==> src/rtl/vlc_pkg.sv <==
package vlc_pkg;
    localparam int NREG  = 32;
    localparam int IDX_W = $clog2(NREG);
    localparam int LEN_W = 4;
    localparam int EW_W  = 3;
    localparam int NBANK = 2;

    typedef enum logic { BANK_INT = 1'b0, BANK_FP = 1'b1 } bank_e;
    typedef enum logic { FLD_LEN = 1'b0, FLD_EW = 1'b1 } field_e;

    typedef struct packed {
        logic [LEN_W-1:0] len;
        logic [EW_W-1:0]  ew;
    } entry_t;

    localparam entry_t ENTRY_RST = '{len: LEN_W'(1), ew: '0};

    function automatic logic cfg_is_reserved(field_e fld, logic [LEN_W-1:0] d);
        if (fld == FLD_LEN) return (d == '0);
        return (d[2:1] == 2'b11);
    endfunction
endpackage

==> src/rtl/vlc_reg_table.sv <==
module vlc_reg_table
    import vlc_pkg::*;
(
    input  logic             clk,
    input  logic             rst,
    input  logic             we,
    input  field_e           fld,
    input  logic [IDX_W-1:0] wr_idx,
    input  logic [LEN_W-1:0] wr_data,
    input  logic [IDX_W-1:0] rd_idx,
    output entry_t           rd_entry,
    output logic [NREG-1:0]  is_vec
);
    entry_t tbl_q [NREG];
    logic   bad;

    assign bad = cfg_is_reserved(fld, wr_data);

    always_ff @(posedge clk) begin
        if (rst) begin
            for (int i = 0; i < NREG; i++) tbl_q[i] <= ENTRY_RST;
        end else if (we && !bad) begin
            if (fld == FLD_LEN) tbl_q[wr_idx].len <= wr_data;
            else                tbl_q[wr_idx].ew  <= wr_data[EW_W-1:0];
        end
    end

    assign rd_entry = tbl_q[rd_idx];

    for (genvar g = 0; g < NREG; g++) begin : g_vec
        assign is_vec[g] = (tbl_q[g].len != LEN_W'(1));
    end

    assert_bad_len_keeps_R3: assert property (@(posedge clk) disable iff (rst)
        (we && fld == FLD_LEN && wr_data == '0) |=> tbl_q[$past(wr_idx)].len == $past(tbl_q[wr_idx].len));

    assert_bad_ew_keeps_R4: assert property (@(posedge clk) disable iff (rst)
        (we && fld == FLD_EW && wr_data[2:1] == 2'b11) |=> tbl_q[$past(wr_idx)].ew == $past(tbl_q[wr_idx].ew));

    assert_scalar_bit_R2: assert property (@(posedge clk) disable iff (rst)
        (we && fld == FLD_LEN && wr_data == LEN_W'(1)) |=> !is_vec[$past(wr_idx)]);
endmodule

==> src/rtl/vlc_len_unit.sv <==
module vlc_len_unit
    import vlc_pkg::*;
#(
    parameter int XLEN = 32,
    localparam int RW  = $clog2(XLEN + 1),
    localparam int PW  = LEN_W + $clog2(XLEN) + 1
)(
    input  entry_t            ent,
    input  logic [XLEN-1:0]   req_len,
    output logic [RW-1:0]     eff_len,
    output logic              too_wide
);
    logic [PW-1:0] mult;
    logic [PW-1:0] prod;
    logic [PW-1:0] cap;

    // element bits = 8 << (code-1), so factor = XLEN >> (code+2); 0 when too wide
    always_comb begin
        if (ent.ew == '0) mult = PW'(1);
        else              mult = PW'(XLEN) >> ({2'b00, ent.ew} + 5'd2);
        prod = PW'(ent.len) * mult;
        cap  = (prod > PW'(XLEN)) ? PW'(XLEN) : prod;
        if (req_len < XLEN'(cap)) cap = PW'(req_len);
        too_wide = (mult == '0);
        eff_len  = too_wide ? '0 : RW'(cap);
    end
endmodule

==> src/rtl/vlen_calc.sv <==
module vlen_calc
    import vlc_pkg::*;
#(
    parameter int XLEN = 32,
    localparam int RW  = $clog2(XLEN + 1)
)(
    input  logic            clk,
    input  logic            rst,
    input  logic            cfg_we,
    input  logic            cfg_bank,
    input  logic            cfg_field,
    input  logic [4:0]      cfg_idx,
    input  logic [3:0]      cfg_data,
    output logic            cfg_illegal,
    input  logic            req_valid,
    input  logic            req_bank,
    input  logic [4:0]      req_idx,
    input  logic [XLEN-1:0] req_len,
    output logic            rsp_valid,
    output logic [RW-1:0]   rsp_len,
    output logic            rsp_illegal,
    output logic [31:0]     int_is_vec,
    output logic [31:0]     fp_is_vec
);
    entry_t          rd_ent [NBANK];
    logic [NREG-1:0] vec_b  [NBANK];
    entry_t          sel_ent;
    logic [RW-1:0]   eff;
    logic            wide;
    field_e          fld;

    assign fld = field_e'(cfg_field);

    for (genvar b = 0; b < NBANK; b++) begin : g_bank
        vlc_reg_table u_tbl (
            .clk      (clk),
            .rst      (rst),
            .we       (cfg_we && (cfg_bank == b[0])),
            .fld      (fld),
            .wr_idx   (cfg_idx),
            .wr_data  (cfg_data),
            .rd_idx   (req_idx),
            .rd_entry (rd_ent[b]),
            .is_vec   (vec_b[b])
        );
    end

    assign sel_ent    = rd_ent[req_bank];
    assign int_is_vec = vec_b[BANK_INT];
    assign fp_is_vec  = vec_b[BANK_FP];

    vlc_len_unit #(.XLEN(XLEN)) u_len (
        .ent      (sel_ent),
        .req_len  (req_len),
        .eff_len  (eff),
        .too_wide (wide)
    );

    always_ff @(posedge clk) begin
        if (rst) begin
            rsp_valid   <= 1'b0;
            rsp_len     <= '0;
            rsp_illegal <= 1'b0;
            cfg_illegal <= 1'b0;
        end else begin
            rsp_valid   <= req_valid;
            cfg_illegal <= cfg_we && cfg_is_reserved(fld, cfg_data);
            if (req_valid) begin
                rsp_len     <= eff;
                rsp_illegal <= wide;
            end
        end
    end

    assert_rsp_bounded_R6: assert property (@(posedge clk) disable iff (rst)
        req_valid |=> (XLEN'(rsp_len) <= $past(req_len)) && (rsp_len <= RW'(XLEN)));

    assert_wide_zero_R7: assert property (@(posedge clk) disable iff (rst)
        (rsp_valid && rsp_illegal) |-> rsp_len == '0);

    assert_illegal_needs_write_R3: assert property (@(posedge clk) disable iff (rst)
        cfg_illegal |-> $past(cfg_we));

    assert_reset_scalar_R1: assert property (@(posedge clk)
        $past(rst) |-> (int_is_vec == '0 && fp_is_vec == '0 && !rsp_valid));
endmodule

==> config.mk <==
export PLATFORM = sky130hd
export DESIGN_NAME = vlen_calc
export DESIGN_NICKNAME = d
export VERILOG_FILES = /design/src/rtl/vlc_pkg.sv /design/src/rtl/vlc_reg_table.sv /design/src/rtl/vlc_len_unit.sv /design/src/rtl/vlen_calc.sv
export SDC_FILE = /design/constraint.sdc
export NUM_CORES = 1
export LEC_CHECK = 0
export BUFFER_PORTS_ARGS = -buffer_cell sky130_fd_sc_hd__buf_2
export CAP_MARGIN = 0
export CORE_MARGIN = 3
export CORE_UTILIZATION = 60
export CTS_CLUSTER_DIAMETER = 120
export DETAILED_ROUTE_END_ITERATION = 12
export PLACE_DENSITY = 0.79
export SLEW_MARGIN = 25
export SYNTH_ARGS = -nofsm -noshare
export SYNTH_HDL_FRONTEND = slang
export SYNTH_SLANG_ARGS = --single-unit
==> constraint.sdc <==
create_clock -name clk -period 11.46 [get_ports clk]
set_clock_uncertainty 0.1 [all_clocks]
set_input_delay 2.865 -clock clk [delete_from_list [all_inputs] [get_ports clk]]
set_output_delay 2.865 -clock clk [all_outputs]
set_load 0.005 [all_outputs]
## Word level (Yosys, flattened, before mapping)

Memories as Yosys holds them, arrays and structs flattened.
Index checks and enable logic that the tools add are counted.

- Input bits: 53
- Bits in writable memories: 448
- Register bits: 9
- Memories kept: 2
- Word-level logic and storage cells: 124
- Output and inout bits: 73

Memories:

| memory | words | bits a word | rd ports | clocked after Yosys merged registers in | write ports | line | source |
|---|---|---|---|---|---|---|---|
| g_bank[0].u_tbl.tbl_q | 32 | 7 | 33 | 0 | 32 | vlc_reg_table.sv:14 | `entry_t tbl_q [NREG];` |
| g_bank[1].u_tbl.tbl_q | 32 | 7 | 33 | 0 | 32 | vlc_reg_table.sv:14 |  |

- Mux-type cells: 34
- Shift-type cells: 1
- Bitwise gates (word level): 2
- $mul: 1
- Add/subtract/negate cells: 1
- Magnitude comparators: 3
- Reductions and logical operators: 11
- Eq/ne operators: 65

Operator list:

| kind | count |
|---|---|
| 4-bit by 1-bit != test with 1-bit output, second input constant | 64 |
| 7-bit two-way mux | 5 |
| 32-bit by 10-bit < comparator with 1-bit output | 1 |
| 1-bit two-way mux | 21 |
| 10-bit two-way mux | 2 |
| 7-bit OR reduction | 2 |
| 6-bit two-way mux | 2 |
| 10-bit by 6-bit greater-than comparator with 1-bit output, second input constant | 1 |
| 10-bit logical NOT | 1 |
| 4-bit by 10-bit multiplier with 10-bit output | 1 |
| 5-bit two-way mux | 2 |
| 6-bit by 5-bit >> shifter with 10-bit output, first input constant | 1 |
| 1-bit logical AND | 5 |
| 3-bit by 2-bit adder with 4-bit output, second input constant | 1 |
| 4-bit logical NOT | 1 |
| 2-bit two-way mux | 2 |
| 3-bit logical NOT | 1 |
| 2-bit == test, second input constant | 1 |
| 2-bit >= comparator, second input constant | 1 |
| 1-bit NOT with 2-bit output | 1 |
| 1-bit logical NOT | 1 |
| 1-bit NOT | 1 |

## Depth between registers and ports, before layout

Gate-level depths: netlist of run 1.

- Depth after elaboration: 13
- Depth in mapped cells: 30
- Depth with buffers taken out: 25

## Hierarchy

A second synthesis of run 1 with hierarchy kept.

- Cell total of the unflattened synthesis: 1,656
- Area total of the unflattened synthesis: 22,636.7 um^2

By module, submodules not included:

| module | cells each | instances | sequential area each (um^2) | area each (um^2) |
|---|---|---|---|---|
| vlc_reg_table (g_bank[1].u_tbl) | 756 | 1 | 6,726.5 | 10,700.3 |
| vlc_reg_table (g_bank[0].u_tbl) | 756 | 1 | 6,726.5 | 10,699.0 |
| vlc_len_unit | 104 | 1 | 0.0 | 804.5 |
| vlen_calc | 40 | 1 | 180.2 | 432.9 |

## Worst setup path after synthesis of run 1

Ideal clock, no wire load.

- Path kind: input to register
- From: input req_idx[1]
- To: register rsp_len[3]
- Cell stages on the path: 24
- Slack: 2.213 ns
- Buffers on the path: 4
- Setup time: 0.117 ns
- Arrival time: 9.030 ns
- Required time: 11.243 ns
- Path through: buf_2 -> buf_2 -> clkbuf_1 -> clkbuf_1 -> mux4_2 -> mux4_2 -> mux4_2 -> and3_1 -> ha_1 -> ha_1 -> ha_1 -> fa_1 -> nor2b_1 -> a31oi_1 -> nor4_1 -> nand2_1 -> ha_1 -> a21o_1 -> a21oi_1 -> o21ai_0 -> nor3b_1 -> a31oi_4 -> mux2i_1 -> a32o_1

- Cells in the longest elaborated chain, start to end: 13
- Elaborated cells on any way between the ends: 16
- Classes of those cells: add/sub (1); mul (1); order compare (2); shift (1); mux (7); reduce/logical (2); memory (2)

Ends and longest elaborated chain:

| what | line | source |
|---|---|---|
| start: declaration | vlen_calc.sv:17 | `input logic [4:0] req_idx,` |
| memory 32 x 7 bit | n/a |  |
| 7-bit two-way mux (implied by the code) * (3 in series) | vlen_calc.sv:48 | `assign sel_ent = rd_ent[req_bank];` |
| 3-bit by 2-bit adder with 4-bit output | vlc_len_unit.sv:20 | `else mult = PW'(XLEN) >> ({2'b00, ent.ew} + 5'd2);` |
| 6-bit by 5-bit >> shifter with 10-bit output | vlc_len_unit.sv:20 |  |
| 10-bit two-way mux | vlc_len_unit.sv:19 | `if (ent.ew == '0) mult = PW'(1);` |
| 4-bit by 10-bit multiplier with 10-bit output | vlc_len_unit.sv:21 | `prod = PW'(ent.len) * mult;` |
| 10-bit by 6-bit greater-than comparator with 1-bit output | vlc_len_unit.sv:22 | `cap = (prod > PW'(XLEN)) ? PW'(XLEN) : prod;` |
| 10-bit two-way mux | vlc_len_unit.sv:22 |  |
| 32-bit by 10-bit < comparator with 1-bit output | vlc_len_unit.sv:23 | `if (req_len < XLEN'(cap)) cap = PW'(req_len);` |
| 6-bit two-way mux | vlc_len_unit.sv:23 |  |
| 6-bit two-way mux * | vlc_len_unit.sv:25 | `eff_len = too_wide ? '0 : RW'(cap);` |
| end signal: assignment | vlen_calc.sv:62 | `rsp_len <= '0;` |
| end signal: assignment | vlen_calc.sv:69 | `rsp_len <= eff;` |
| end: declaration | vlen_calc.sv:20 | `output logic [RW-1:0] rsp_len,` |

Mark *: on every way between the ends. The rest lies on a longest branch, timed or not. The select of a mux whose other input is x is not followed.
A chain may end at the register's enable or synchronous reset.

## Worst setup path in the final report of run 1

- From: input req_idx[0]
- To: register rsp_len[3]

Same word-level chain as after synthesis.

==> results of run 1 <==
kinds of logic (layout without fill, tap and decap cells):
family / after synthesis / in the layout / synth area share, %
muxes: 153 / 153 / 13.9
DFF: 457 / 457 / 60.9
and+or+nand+nor: 710 / 710 / 14.7
buffers and inverters: 159 / 242 / 3.28
other: 1 / 2 / 0.0167
AOI/OAI and AO/OA: 175 / 175 / 5.91
xor gates and xnor gates: 2 / 2 / 0.112
adders and majority gates: 20 / 20 / 1.18
cell usage in the layout (no fill, tap or decap), types with 12 or more instances in the layout:
cell,n
ha_1,18
mux4_2,121
clkbuf_1,12
or4b_2,64
edfxtp_1,448
a21o_1,131
buf_4,27
nand2_1,126
buf_2,121
nor2b_1,12
mux2i_1,24
clkbuf_16,47
nor2_1,435
layout make-up:
| class | instances | share of cell area [%] |
|---|---|---|
| Sequential cell | 457 | 55.4 |
| Multi-Input combinational cell | 1062 | 32.8 |
| Clock buffer | 62 | 5.13 |
| Timing Repair Buffer | 151 | 3.52 |
| Tap cell | 468 | 2.38 |
| Clock inverter | 19 | 0.656 |
| Inverter | 10 | 0.153 |
how the worst max path moves through the flow:
stage,start,end,slack (ns),cells after the start
floorplan,req_idx[1],rsp_len[3],2.21,24
global placement,req_idx[0],rsp_len[4],1.88,28
detailed placement,req_idx[0],rsp_len[4],1.76,27
CTS,req_idx[0],rsp_len[3],2.29,27
global route,req_idx[0],rsp_len[3],1.68,27
finish,req_idx[0],rsp_len[3],2.25,28
where the power goes:
group	switching, W	total (W)	leakage [nW]	internal [W]
registers	0.0000402	0.00196	4.36	0.00192
clock network	0.000614	0.00145	0.697	0.000835
logic	0.000205	0.000357	3.42	0.000152
worst register-to-register path, stage by stage (launching register included):
cell	delay (ns)
edfxtp_1	0.37
mux4_2	0.48
nor2b_1	0.17
a2111oi_2	0.35
nor4b_1	0.15
a22oi_4	0.47
nand2_1	0.15
nor2_1	0.17
nand2_1	0.10
fa_1	0.54
inv_1	0.04
ha_1	0.34
ha_1	0.31
a21o_1	0.17
a21oi_1	0.15
a31oi_1	0.06
nor4_1	0.20
buf_4	0.21
nand2_1	0.09
ha_1	0.29
a21o_1	0.16
a21oi_1	0.14
o21ai_0	0.14
nor3b_1	0.34
a31oi_4	0.19
mux2i_1	0.17
a32o_1	0.28
stage by stage:
stage	hold WS, ns	cells	util, %	cell area (um^2)	total power [W]
floorplan	0.342	1678	-	22400	0.00222
global placement	0.345	2147	63.1	23200	0.00233
detailed placement	0.350	2147	63.1	23200	0.00234
CTS	0.358	2228	67.0	24600	0.00376
global route	0.380	2229	67.1	24600	0.00386
finish	0.354	2229	67.1	24600	0.00376
metal layers:
layer | part of all wire, % | global-route usage [%] | up-vias
met5 | 0.056 | 0 | -
met4 | 3.7 | 11.0 | 6
met3 | 14 | 7.30 | 170
met2 | 47 | 48.6 | 1230
met1 | 36 | 43.2 | 7549
li1 | - | - | 6356
flip-flops by register name (all words and copies together), names as in the netlist:
name                flops
cfg_illegal             1
rsp_valid               1
rsp_len                 6
rsp_illegal             1
g_bank.u_tbl.tbl_q    448
==> impl_metrics.toml, run 1 <==
[min_path]
hp-start = "rsp_len[2]"
hp-class = "reg -> reg"
holdPathStages = 2
hold_end = "rsp_len[2]"

[clock_network]
post-cts-setup-buffers = 0
clk_latency_ns = 0.57
h-tree-depth = 2
cts_tree = "yes"
clock_path_buffers = 3
cts_made_buffers = 45
clockRootBuffer = "clkbuf_16"
ctsResizeCount = 0
path_clk_slew_ns = 0.06
cts-hold-fix-buffers = 0
cts_sinks = 457

[status]
outcome = "finished, final reports clean"

[yosys]
syn_area_um2 = 22400
synth-seq-cells = 457
synthArstFlopShare_pct = 0
ys.warnings.count = 0
synth_largest_area_cell = "edfxtp_1"
yosysMostFrequentCell = "edfxtp_1"
synth_edf_count = 448
netlist.area_leader.share_pct = 60.1
synth.avg_cell_area_um2 = 13.4
seq_area_frac_synth_pct = 60.9
synthTopCellsByArea = "edfxtp_1 (60%), mux4_2 (12%), nor2_1 (7.3%)"
synthTopCellsByCount = "edfxtp_1 (448), nor2_1 (435), a21o_1 (131)"
synth.distinct_cells = 60
ys.flop_type = "edfxtp_1"
synthCells = 1677

[critical_path]
r2r-start = "g_bank[0].u_tbl.tbl_q[3][2]"
startpoint_type = "input pin"
cpMostUsedCell = "ha_1"
worstPathBufferInverterCount = 4
worstSetupEndpointType = "register"
worstPathArrival_ns = 9.55
slowest_delay_ns = 0.65
critPathRequiredTime_ns = 11.80
crit_fanout = 41
ff2ff_setup_slack_ns = 5.02
r2r_end = "rsp_len[3]"
reg2reg_depth = 26
critical_path_class = "in -> reg"
slowest_stage = "buf_4"
critPathTopFamily = "compound AO/OA/AOI/OAI gates"

[routing]
drc = 0
dr_total_vias = 15300
dr.pass1.iters = 7
wire_per_inst_um = 27.4
routed_via_density = 6.87
drtAntennaViolNets = 0
drt_iter0_drc = 2247
drt-total-wl_um = 61200

[timing]
hold_violations = 0
setup_tns_ns = 0
slew_headroom_pct = 36.5
tightest_slew_ns = 0.929
fmax_ghz = 0.109
setup_slack_ns = 2.25
min_period_ns = 9.21
setup_violations = 0
slew_viol_final = 0
fin_crit_sh_pct = 80.3
rsz0062_at_grt = "false"

[power]
p_leak_nw = 8.48
irDropWorstVdd_mv = 0.0904
powerDensity_nw_per_um2 = 153

[placement]
numPortBuffers = 125
place_ws_ns = 1.76
dp_hpwl_um = 42700
gp_congestion = 0.939

[floorplanning]
coreArea_um2 = 36700
die_h_um = 199
initial_core_util_pct = 61.0
num_rows = 70
die_x_um = 199
num_io_pins = 126
die-area_um2 = 39700

[global_route]
grt.total_usage_pct = 31.0
grt_pass1_vias = 15000
grt_max_degree = 84
antenna_found_initial = 3
grt.overflow.total = 0
grt_pass1_wl_um = 91300

[cells_and_area]
multiInputGateArea_um2 = 8060
antenna_cells = 0
area_growth_pct = 9.91
fill_cells = 2440
regArea_um2 = 13600
drive_gt1_share_pct = 23.6
finalNetCount = 1800

[job]
cap_violations = 0
Note: power is estimated with default switching activity, not from simulation.
==> run 2, diff against run 1 <==
--- a/config.mk
+++ b/config.mk
@@ -5,13 +5,14 @@
 export SDC_FILE = /design/constraint.sdc
 export NUM_CORES = 1
 export LEC_CHECK = 0
+export ABC_AREA = 1
 export BUFFER_PORTS_ARGS = -buffer_cell sky130_fd_sc_hd__buf_2
 export CAP_MARGIN = 0
 export CORE_MARGIN = 3
-export CORE_UTILIZATION = 60
+export CORE_UTILIZATION = 56
 export CTS_CLUSTER_DIAMETER = 120
 export DETAILED_ROUTE_END_ITERATION = 12
-export PLACE_DENSITY = 0.79
+export PLACE_DENSITY = 0.77
 export SLEW_MARGIN = 25
 export SYNTH_ARGS = -nofsm -noshare
 export SYNTH_HDL_FRONTEND = slang
==> constraint.sdc (replaced) <==
create_clock -name clk -period 8.15 [get_ports clk]
set_clock_uncertainty 0.1 [all_clocks]
set_input_delay 2.0375 -clock clk [delete_from_list [all_inputs] [get_ports clk]]
set_output_delay 2.0375 -clock clk [all_outputs]
set_load 0.005 [all_outputs]
==> run 2 against run 1 <==
Compared with the run above:
- first-iteration DRC count rose by 7.7%
- worst hold slack better by 0.0079 ns
- core utilization is 3.5 points lower
- via count is 26% higher
- cell count grew 46%
- design area is 4.0% higher
- clock power up 49%
==> impl_metrics.toml, run 2 <==
[clock_network]
cts-hold-fix-buffers = 0
post-cts-setup-buffers = 0
clock_path_buffers = 3
clockRootBuffer = "clkbuf_16"
h-tree-depth = 2
cts_made_buffers = 47
ctsResizeCount = 0
clk_latency_ns = 0.60
path_clk_slew_ns = 0.06
cts_sinks = 457
cts_tree = "yes"

[yosys]
synth_largest_area_cell = "edfxtp_1"
synthTopCellsByArea = "edfxtp_1 (58%), nand2_1 (9.8%), nor2_1 (8.8%)"
netlist.area_leader.share_pct = 58.1
synth.avg_cell_area_um2 = 8.71
seq_area_frac_synth_pct = 58.9
synth.distinct_cells = 32
yosysMostFrequentCell = "nand2_1"
synthArstFlopShare_pct = 0
syn_area_um2 = 23200
synthTopCellsByCount = "nand2_1 (604), nor2_1 (540), edfxtp_1 (448)"
synth-seq-cells = 457
synth_edf_count = 448
synthCells = 2658
ys.warnings.count = 0
ys.flop_type = "edfxtp_1"

[floorplanning]
die_h_um = 209
die-area_um2 = 43800
coreArea_um2 = 40300
num_io_pins = 126
initial_core_util_pct = 57.5
die_x_um = 209
num_rows = 73

[critical_path]
worstSetupEndpointType = "register"
crit_fanout = 41
startpoint_type = "input pin"
critPathRequiredTime_ns = 8.56
worstPathArrival_ns = 7.77
slowest_stage = "fa_1"
slowest_delay_ns = 0.53
critical_path_class = "in -> reg"
cpMostUsedCell = "nand3_1"

[timing]
fmax_ghz = 0.136
setup_violations = 0
rsz0062_at_grt = "false"
hold-worst-slack_ns = 0.362
min_period_ns = 7.36
slew_headroom_pct = 28.7
setup_tns_ns = 0
slew_viol_final = 0
tightest_slew_ns = 1.07
hold_violations = 0
fin_crit_sh_pct = 90.3
setup_slack_ns = 0.794

[global_route]
grt_max_degree = 89
grt.total_usage_pct = 28.8
grt_pass1_vias = 18300
met2_usage_pct = 46.3
gr-usage-met3_pct = 4.90
grt_use_met1_pct = 38.7
antenna_found_initial = 0
grt_pass1_wl_um = 98700
grt.busiest_layer = "met2"
grt.overflow.total = 0

[cells_and_area]
drive_gt1_share_pct = 8.75
final_cell_mix = "nand2_1 (604), nor2_1 (539), edfxtp_1 (448), nand3_1 (337), inv_1 (222)"
final_common_cell = "nand2_1"
antenna_cells = 0
regMostFlops = "g_bank.u_tbl.tbl_q"
finalNetCount = 2764
top_regs = "g_bank.u_tbl.tbl_q: 448 flops, rsp_len: 6 flops"
area_growth_pct = 10.5
largest_reg_flops = 448

[placement]
numPortBuffers = 125
gp_congestion = 0.925
dp_hpwl_um = 41900
place_ws_ns = 0.282

[power]
powerDensity_nw_per_um2 = 212
p_leak_nw = 10.1
irDropWorstVdd_mv = 0.179

[routing]
drt_iter0_drc = 2421
wire_per_inst_um = 19.9
routed_via_density = 5.95
drtAntennaViolNets = 0
drt-total-wl_um = 64500
dr_total_vias = 19300
dr.pass1.iters = 8
drc = 0

[job]
cap_violations = 0

[min_path]
hp-class = "reg -> reg"

[status]
outcome = "finished, final reports clean"
## run 2: cell types whose count changed in the layout (fill, tap and decap cells not counted), moves of 24 or more
cell,previous run,this run
nand2_1,126,604
or4b_2,64,0
a21o_1,131,0
mux2i_1,24,0
o21ai_0,5,99
inv_1,10,222
nand3b_1,6,32
nand4_1,1,34
a21oi_1,6,107
nand3_1,8,337
nor2_1,435,539
mux4_2,121,0
## run 2: cell type report
type	count	area, um^2
sequential	457	13600
clock buffer	53	1220
clock inverter	26	289
multi-input combinational	1798	7910
fill	3243	14700
tap	525	657
timing repair buffer	154	992
inverter	233	892
## run 2: final timing paths
path	from	end	slack [ns]	depth (start not counted)
hold / removal	rsp_len[3]	rsp_len[3]	0.36	2
setup / recovery	req_idx[0]	rsp_len[1]	0.79	32
hold reg to reg	rsp_len[3]	rsp_len[3]	0.36	2
setup reg to reg	g_bank[1].u_tbl.tbl_q[10][0]	rsp_len[1]	2.70	33
## run 2: report_power, final
group	leakage, nW	internal, W	switching, W	total, W
Sequential	4.36	0.00269	0.0000483	0.00274
Combinational	4.98	0.000150	0.000377	0.000526
Clock	0.735	0.00126	0.000904	0.00216
Total	10.1	0.00410	0.00133	0.00543
## run 2: stage by stage
stage	utilization, %	cell area [um^2]	instances	total power, W
floorplan	-	23200	2659	0.00312
global placement	59.7	24000	3165	0.00328
detailed placement	59.7	24000	3165	0.00330
CTS	63.4	25500	3244	0.00543
global route	63.5	25600	3246	0.00560
finish	63.5	25600	3246	0.00543
## run 2: metal layers
metal | up-vias | part of all wire [%]
li1 | 8857 | -
met4 | 0 | 4.6
met5 | - | 0
met2 | 1228 | 46
met3 | 198 | 12
met1 | 9021 | 38
## run 2: kinds of logic after synthesis
group	after synthesis	share of synthesized area, %
and+or+nand+nor	1566	28.3
AOI/OAI and AO/OA	208	4.52
xor gates and xnor gates	2	0.0756
adders and majority gates	20	1.15
other	1	0.0162
buffers and inverters	404	7.08
DFF	457	58.9
## run 2: worst max-delay path: cells and delay by family
family,cells,cell delay [ns]
adder cells (fa/ha/maj),4,1.34
buffers and inverters,7,1.22
AND/OR/NAND/NOR,12,1.85
AO/OA/AOI/OAI,9,1.26
